### config.mk
export PLATFORM = sky130hd
export DESIGN_NAME = buck_phase_ctrl
export DESIGN_NICKNAME = d
export VERILOG_FILES = /design/src/rtl/bpc_pkg.sv /design/src/rtl/bpc_evt_latch.sv /design/src/rtl/bpc_min_timer.sv /design/src/rtl/bpc_ack_watch.sv /design/src/rtl/buck_phase_ctrl.sv
export SDC_FILE = /design/constraint.sdc
export NUM_CORES = 1
export LEC_CHECK = 0
export ABC_AREA = 0
export ABC_CLOCK_PERIOD_IN_PS = 5700
export BUFFER_PORTS_ARGS = -buffer_cell sky130_fd_sc_hd__buf_2
export CORE_MARGIN = 5
export CORE_UTILIZATION = 61
export CTS_CLUSTER_DIAMETER = 60
export DETAILED_ROUTE_END_ITERATION = 10
export GPL_TIMING_DRIVEN = 0
export PLACE_DENSITY = 0.86
export SLEW_MARGIN = 20
export SYNTH_ARGS = -nofsm -noshare
export SYNTH_HDL_FRONTEND = slang
export SYNTH_SLANG_ARGS = --single-unit
### constraint.sdc
create_clock -name clk -period 5.7 [get_ports clk]
set_input_delay 0 -clock clk [delete_from_list [all_inputs] [get_ports clk]]
set_output_delay 0 -clock clk [all_outputs]
set_load 0.005 [all_outputs]
### src/rtl/bpc_pkg.sv
package bpc_pkg;

  localparam int ARG_W = 16;

  typedef enum logic [2:0] {
    ST_IDLE  = 3'd0,
    ST_P_ACQ = 3'd1,
    ST_P_ON  = 3'd2,
    ST_P_REL = 3'd3,
    ST_N_ACQ = 3'd4,
    ST_N_ON  = 3'd5,
    ST_N_REL = 3'd6
  } bpc_state_e;

  // effective minimum: a zero setting behaves as one cycle
  function automatic logic [ARG_W-1:0] eff_min(input logic [ARG_W-1:0] lim);
    return (lim == '0) ? ARG_W'(1) : lim;
  endfunction

  function automatic logic min_met(input logic [ARG_W-1:0] cnt,
                                   input logic [ARG_W-1:0] lim);
    return cnt >= eff_min(lim);
  endfunction

  function automatic logic is_wait(input bpc_state_e s);
    return (s == ST_P_ACQ) || (s == ST_P_REL) ||
           (s == ST_N_ACQ) || (s == ST_N_REL);
  endfunction

endpackage

### src/rtl/bpc_evt_latch.sv
module bpc_evt_latch #(
  parameter int N = 3
) (
  input  logic         clk,
  input  logic         rst_n,
  input  logic [N-1:0] raw,
  input  logic [N-1:0] clr,
  output logic [N-1:0] seen
);

  logic [N-1:0] pend_q;

  for (genvar i = 0; i < N; i++) begin : g_evt
    always_ff @(posedge clk) begin
      if (!rst_n)      pend_q[i] <= 1'b0;
      else if (clr[i]) pend_q[i] <= 1'b0;
      else if (raw[i]) pend_q[i] <= 1'b1;
    end
    assign seen[i] = pend_q[i] | raw[i];

    AST_PEND_HELD: assert property (@(posedge clk) disable iff (!rst_n)
      (pend_q[i] && !clr[i]) |=> pend_q[i]);
  end

endmodule

### src/rtl/bpc_min_timer.sv
module bpc_min_timer
  import bpc_pkg::*;
#(
  parameter int W = 8
) (
  input  logic         clk,
  input  logic         rst_n,
  input  logic         start,
  input  logic         run,
  input  logic [W-1:0] lim,
  output logic         done
);

  logic [W-1:0] cnt_q;

  always_ff @(posedge clk) begin
    if (!rst_n)                     cnt_q <= '0;
    else if (start)                 cnt_q <= W'(1);
    else if (run && cnt_q != '1)    cnt_q <= cnt_q + 1'b1;
  end

  assign done = min_met(ARG_W'(cnt_q), ARG_W'(lim));

  AST_TMR_NO_WRAP: assert property (@(posedge clk) disable iff (!rst_n)
    (run && !start && $past(run) && cnt_q != '0) |=> cnt_q != '0);

endmodule

### src/rtl/bpc_ack_watch.sv
module bpc_ack_watch #(
  parameter int W = 16
) (
  input  logic         clk,
  input  logic         rst_n,
  input  logic         waiting,
  input  logic         done,
  input  logic [W-1:0] limit,
  output logic         fault
);

  logic [W-1:0] wcnt_q;
  logic         fault_q;

  always_ff @(posedge clk) begin
    if (!rst_n) begin
      wcnt_q  <= '0;
      fault_q <= 1'b0;
    end else if (!waiting || done) begin
      wcnt_q <= '0;
    end else if (wcnt_q == limit) begin
      fault_q <= 1'b1;
    end else begin
      wcnt_q <= wcnt_q + 1'b1;
    end
  end

  assign fault = fault_q;

  AST_FAULT_STICKY: assert property (@(posedge clk) disable iff (!rst_n)
    fault_q |=> fault_q);
  AST_FAULT_NEEDS_WAIT: assert property (@(posedge clk) disable iff (!rst_n)
    $rose(fault_q) |-> $past(waiting));

endmodule

### src/rtl/buck_phase_ctrl.sv
module buck_phase_ctrl
  import bpc_pkg::*;
#(
  parameter int CNT_W = 8,
  parameter int TMO_W = 16
) (
  input  logic             clk,
  input  logic             rst_n,
  input  logic             sched_start,
  input  logic             uv_det,
  input  logic             oc_det,
  input  logic             zc_det,
  input  logic             hs_on_ack,
  input  logic             ls_on_ack,
  input  logic [CNT_W-1:0] hs_min_cyc,
  input  logic [CNT_W-1:0] ls_min_cyc,
  input  logic [TMO_W-1:0] ack_limit,
  output logic             hs_on_req,
  output logic             ls_on_req,
  output logic             ack_fault
);

  localparam int EV_N  = 3;
  localparam int EV_UV = 0;
  localparam int EV_OC = 1;
  localparam int EV_ZC = 2;

  bpc_state_e st_q, st_d;
  logic       rech_q, rech_d;

  logic [EV_N-1:0] ev_raw, ev_clr, ev_seen;
  logic uv_seen, oc_seen, zc_seen;
  logic p_done, n_done;
  logic enter_pacq, enter_nacq, leave_pon, leave_non;
  logic start_ok;

  // event capture
  assign ev_raw[EV_UV] = uv_det;
  assign ev_raw[EV_OC] = oc_det;
  assign ev_raw[EV_ZC] = zc_det;

  assign uv_seen = ev_seen[EV_UV];
  assign oc_seen = ev_seen[EV_OC];
  assign zc_seen = ev_seen[EV_ZC];

  assign enter_pacq = (st_d == ST_P_ACQ) && (st_q != ST_P_ACQ);
  assign enter_nacq = (st_d == ST_N_ACQ) && (st_q != ST_N_ACQ);
  assign leave_pon  = (st_q == ST_P_ON)  && (st_d != ST_P_ON);
  assign leave_non  = (st_q == ST_N_ON)  && (st_d != ST_N_ON);

  assign ev_clr[EV_UV] = enter_pacq || enter_nacq || (leave_non && rech_d);
  assign ev_clr[EV_OC] = enter_pacq || leave_pon;
  assign ev_clr[EV_ZC] = enter_pacq || leave_non;

  bpc_evt_latch #(.N(EV_N)) i_evt (
    .clk  (clk),
    .rst_n(rst_n),
    .raw  (ev_raw),
    .clr  (ev_clr),
    .seen (ev_seen)
  );

  // minimum conduction timers
  bpc_min_timer #(.W(CNT_W)) i_pmin (
    .clk  (clk),
    .rst_n(rst_n),
    .start(st_q == ST_P_ACQ && st_d == ST_P_ON),
    .run  (st_q == ST_P_ON),
    .lim  (hs_min_cyc),
    .done (p_done)
  );

  bpc_min_timer #(.W(CNT_W)) i_nmin (
    .clk  (clk),
    .rst_n(rst_n),
    .start(st_q == ST_N_ACQ && st_d == ST_N_ON),
    .run  (st_q == ST_N_ON),
    .lim  (ls_min_cyc),
    .done (n_done)
  );

  // handshake timeout
  bpc_ack_watch #(.W(TMO_W)) i_watch (
    .clk    (clk),
    .rst_n  (rst_n),
    .waiting(is_wait(st_q)),
    .done   (st_d != st_q),
    .limit  (ack_limit),
    .fault  (ack_fault)
  );

  // sequencing
  assign start_ok = (uv_seen || sched_start) && !ls_on_ack;

  always_comb begin
    st_d   = st_q;
    rech_d = rech_q;
    unique case (st_q)
      ST_IDLE:  if (start_ok) st_d = ST_P_ACQ;
      ST_P_ACQ: if (hs_on_ack) st_d = ST_P_ON;
      ST_P_ON:  if (p_done && oc_seen) st_d = ST_P_REL;
      ST_P_REL: if (!hs_on_ack) st_d = ST_N_ACQ;
      ST_N_ACQ: if (ls_on_ack) st_d = ST_N_ON;
      ST_N_ON: begin
        if (n_done && zc_seen) begin
          st_d   = ST_N_REL;
          rech_d = 1'b0;
        end else if (n_done && uv_seen) begin
          st_d   = ST_N_REL;
          rech_d = 1'b1;
        end
      end
      ST_N_REL: if (!ls_on_ack) st_d = rech_q ? ST_P_ACQ : ST_IDLE;
      default:  st_d = ST_IDLE;
    endcase
  end

  always_ff @(posedge clk) begin
    if (!rst_n) begin
      st_q   <= ST_IDLE;
      rech_q <= 1'b0;
    end else begin
      st_q   <= st_d;
      rech_q <= rech_d;
    end
  end

  assign hs_on_req = (st_q == ST_P_ACQ) || (st_q == ST_P_ON);
  assign ls_on_req = (st_q == ST_N_ACQ) || (st_q == ST_N_ON);

  AST_NO_OVERLAP: assert property (@(posedge clk) disable iff (!rst_n)
    !(hs_on_req && ls_on_req));
  AST_HS_AFTER_LS_OFF: assert property (@(posedge clk) disable iff (!rst_n)
    $rose(hs_on_req) |-> !$past(ls_on_ack));
  AST_LS_AFTER_HS_OFF: assert property (@(posedge clk) disable iff (!rst_n)
    $rose(ls_on_req) |-> !$past(hs_on_ack));
  AST_HS_MIN_HELD: assert property (@(posedge clk) disable iff (!rst_n)
    $fell(hs_on_req) |-> $past(p_done));
  AST_LS_MIN_HELD: assert property (@(posedge clk) disable iff (!rst_n)
    $fell(ls_on_req) |-> $past(n_done));
  AST_RESET_IDLE: assert property (@(posedge clk)
    !rst_n |=> (!hs_on_req && !ls_on_req));

endmodule

==> results.yml <==
layout:
  drive_above_1_share: 0.2017
  n_antenna_cell: 0
  syn_to_final_growth_pct: 15.34
  most-common-layout-cells: "buf_2, dfxtp_1, xnor2_1"
  layout_commonest_cell: "buf_2"
  nNetsFinal: 405
  finalNonFillerCells: 397
placement:
  dp.final_hpwl_um: 4315
  gp_congestion: 0.8193
  dp.cells: 389
  numPortBuffers: 41
synthesis:
  ys_warn_count: 0
  synth_seq_cells: 40
  syn_avg_cell_area_um2: 8.620
  synth_area_mm2: 0.002569
  yosysSeqAreaShare: 0.3117
  synth-edff-count: 0
  synth_fp_nets: 357
  async_reset_ff_frac: 0
  synthFlopType: "dfxtp_1"
  syn_inst: 298
  synth.distinct_cells: 50
cts:
  clkTransAtPathRegs_ps: 80
  postCtsSetupBuffers: 0
  h-tree-depth: 2
  postCtsHoldBufs: 0
  insertion_delay_ps: 290
  cts_tree: "built"
  root_buffer: "clkbuf_8"
  cts_buffers: 5
  ctsResizeCount: 0
  cts_buffer_depth: 2
  clock-sinks: 40
setup_path:
  cp_cell_sequence: "inv_1, ha_1, nand2b_4, a2111oi_4, o21ai_1, and3_4, o41a_1, buf_6, buf_12, nor3_2"
  crit_buf_inv: 3
  start_kind: "flop"
  cp.required_ps: 5910
  arrival_ps: 2740
  worst-path-max-fanout: 10
  cp-end-kind: "flop"
  slowest_stage: "o41a_1"
  slowest_delay_ps: 440
  path_class: "flop to flop"
  crit_family: "compound AO/OA/AOI/OAI gates"
sta:
  drv_slew: 0
  slew_headroom: 0.5094
  setup_viol_count_final: 0
  finalSetupTns_ps: 0
  final-hold-violation-count: 0
  worst_slew_pin_slew_ps: 729.8
  fmax_mhz: 396.2
  clock_skew_ps: 7.696
  fin_crit_sh: 0.4428
  rsz0062_at_grt: "no"
  period_minus_slack_ps: 2524
die:
  rows: 23
  die_h_um: 74.89
  initial_utilization: 0.6376
  io_pins: 43
  die_x_um: 74.89
  die_area_mm2: 0.005609
  core_mm2: 0.004029
pwr:
  p_leak_nw: 1.196
  powerDensity_mw_per_mm2: 211.1
  ir_drop_mv: 0.1576
  p_total_mw: 0.6254
routing:
  dr.first_iter.drc_count: 173
  dr.pass1.iters: 4
  vias_per_cell: 5.854
  antenna_left: 0
  vias: 2324
  wire_per_inst_um: 13.84
  post-route-drc-count: 0
  wl_um: 5495
run:
  maxCapViolCount: 0
global_routing:
  grt_pass1_wl_um: 9563
  grt_pass1_vias: 2325
  grt_antenna_before_repair: 0
  track_usage: 0.2143
  grt_max_degree: 13
  overflow: 0
outcome:
  outcome: "finished, final reports clean"
worst_hold_path:
  hold_class: "input port to flop"
## Yosys cell counts, types with 3 or more instances
master / number / share of area
xnor2_1: 35 / 0.12
o21a_1: 3 / 0.0088
buf_2: 3 / 0.0058
a21oi_1: 10 / 0.019
dfxtp_1: 40 / 0.31
nor4b_1: 3 / 0.010
a21o_1: 3 / 0.0088
mux2i_1: 3 / 0.012
nand2_1: 20 / 0.029
nor3_1: 14 / 0.027
nor2b_1: 3 / 0.0073
nor3_2: 10 / 0.039
o21ai_0: 5 / 0.0097
o21ai_1: 3 / 0.0058
nand3_1: 9 / 0.018
nor2_1: 30 / 0.044
xor2_1: 8 / 0.027
and3_1: 3 / 0.0073
nor4_1: 5 / 0.012
nand4_1: 13 / 0.032
ha_1: 19 / 0.093
inv_1: 22 / 0.032
## area by class of cell
type | instances | area (um2)
Multi-Input combinational cell | 228 | 1628
Tap cell | 50 | 62.56
Sequential cell | 40 | 800.8
Clock buffer | 7 | 96.34
Fill cell | 306 | 1066
Clock inverter | 1 | 30.03
Timing Repair Buffer | 41 | 205.2
Buffer | 8 | 57.56
Inverter | 22 | 82.58
## per-stage QoR
stage / util / area (um2) / setup slack (ps) / hold WS, ps
final: 0.7354 / 2963 / 3176 / 4.757
after global routing: 0.7354 / 2963 / 3030 / 51.85
after global placement: 0.7040 / 2836 / 3106 / 312.6
after CTS: 0.7354 / 2963 / 3152 / 2.583
after detailed placement: 0.7040 / 2836 / 3095 / 316.6
after floorplan: - / 2569 / 3335 / 204.2
## layer usage
metal | track usage | wire (um) | vias up
li1 | - | - | 1158
met1 | 0.2600 | 2352 | 1072
met2 | 0.3791 | 2686 | 83
met3 | 0.03738 | 373 | 11
met4 | 0.07510 | 82 | 0
met5 | 0 | 0 | -
## registers in the layout (all words and copies together) (netlist names)
register        flops
st_q                3
i_nmin.cnt_q        8
i_watch.fault       1
i_pmin.cnt_q        8
i_watch.wcnt_q     16
i_evt.pend_q        3
rech_q              1
## worst reg2reg max path, stage by stage (launching register included)
cell and delay, ps:
dfxtp_1 390, inv_1 60, ha_1 290, nand2b_4 150, a2111oi_4 330, o21ai_1 130
and3_4 200, o41a_1 440, buf_6 150, buf_12 140, nor3_2 160
## logic make-up after synthesis
group           after synthesis  share of synthesized area
simple gates                123                     0.2679
xor+xnor                     43                     0.1466
compound gates               40                     0.1150
flops                        40                     0.3117
buf+inv                      30                    0.05455
fa+ha+maj                    19                    0.09255
mux                           3                    0.01169
## report_power, final
part / internal, mW / switching (mW)
Combinational: 0.0410 / 0.0451
Sequential: 0.283 / 0.00262
Clock: 0.155 / 0.0987
## final timing paths
| path | start | depth (start not counted) | to | slack [ps] |
|---|---|---|---|---|
| setup / recovery | i_pmin.cnt_q[0] | 10 | i_watch.wcnt_q[9] | 3180 |
| setup reg to reg | i_pmin.cnt_q[0] | 10 | i_watch.wcnt_q[9] | 3180 |
| hold reg to reg | i_watch.fault | 2 | i_watch.fault | 490 |
| hold / removal | zc_det | 4 | rech_q | 5 |
Note: power is estimated with default switching activity, not from simulation.
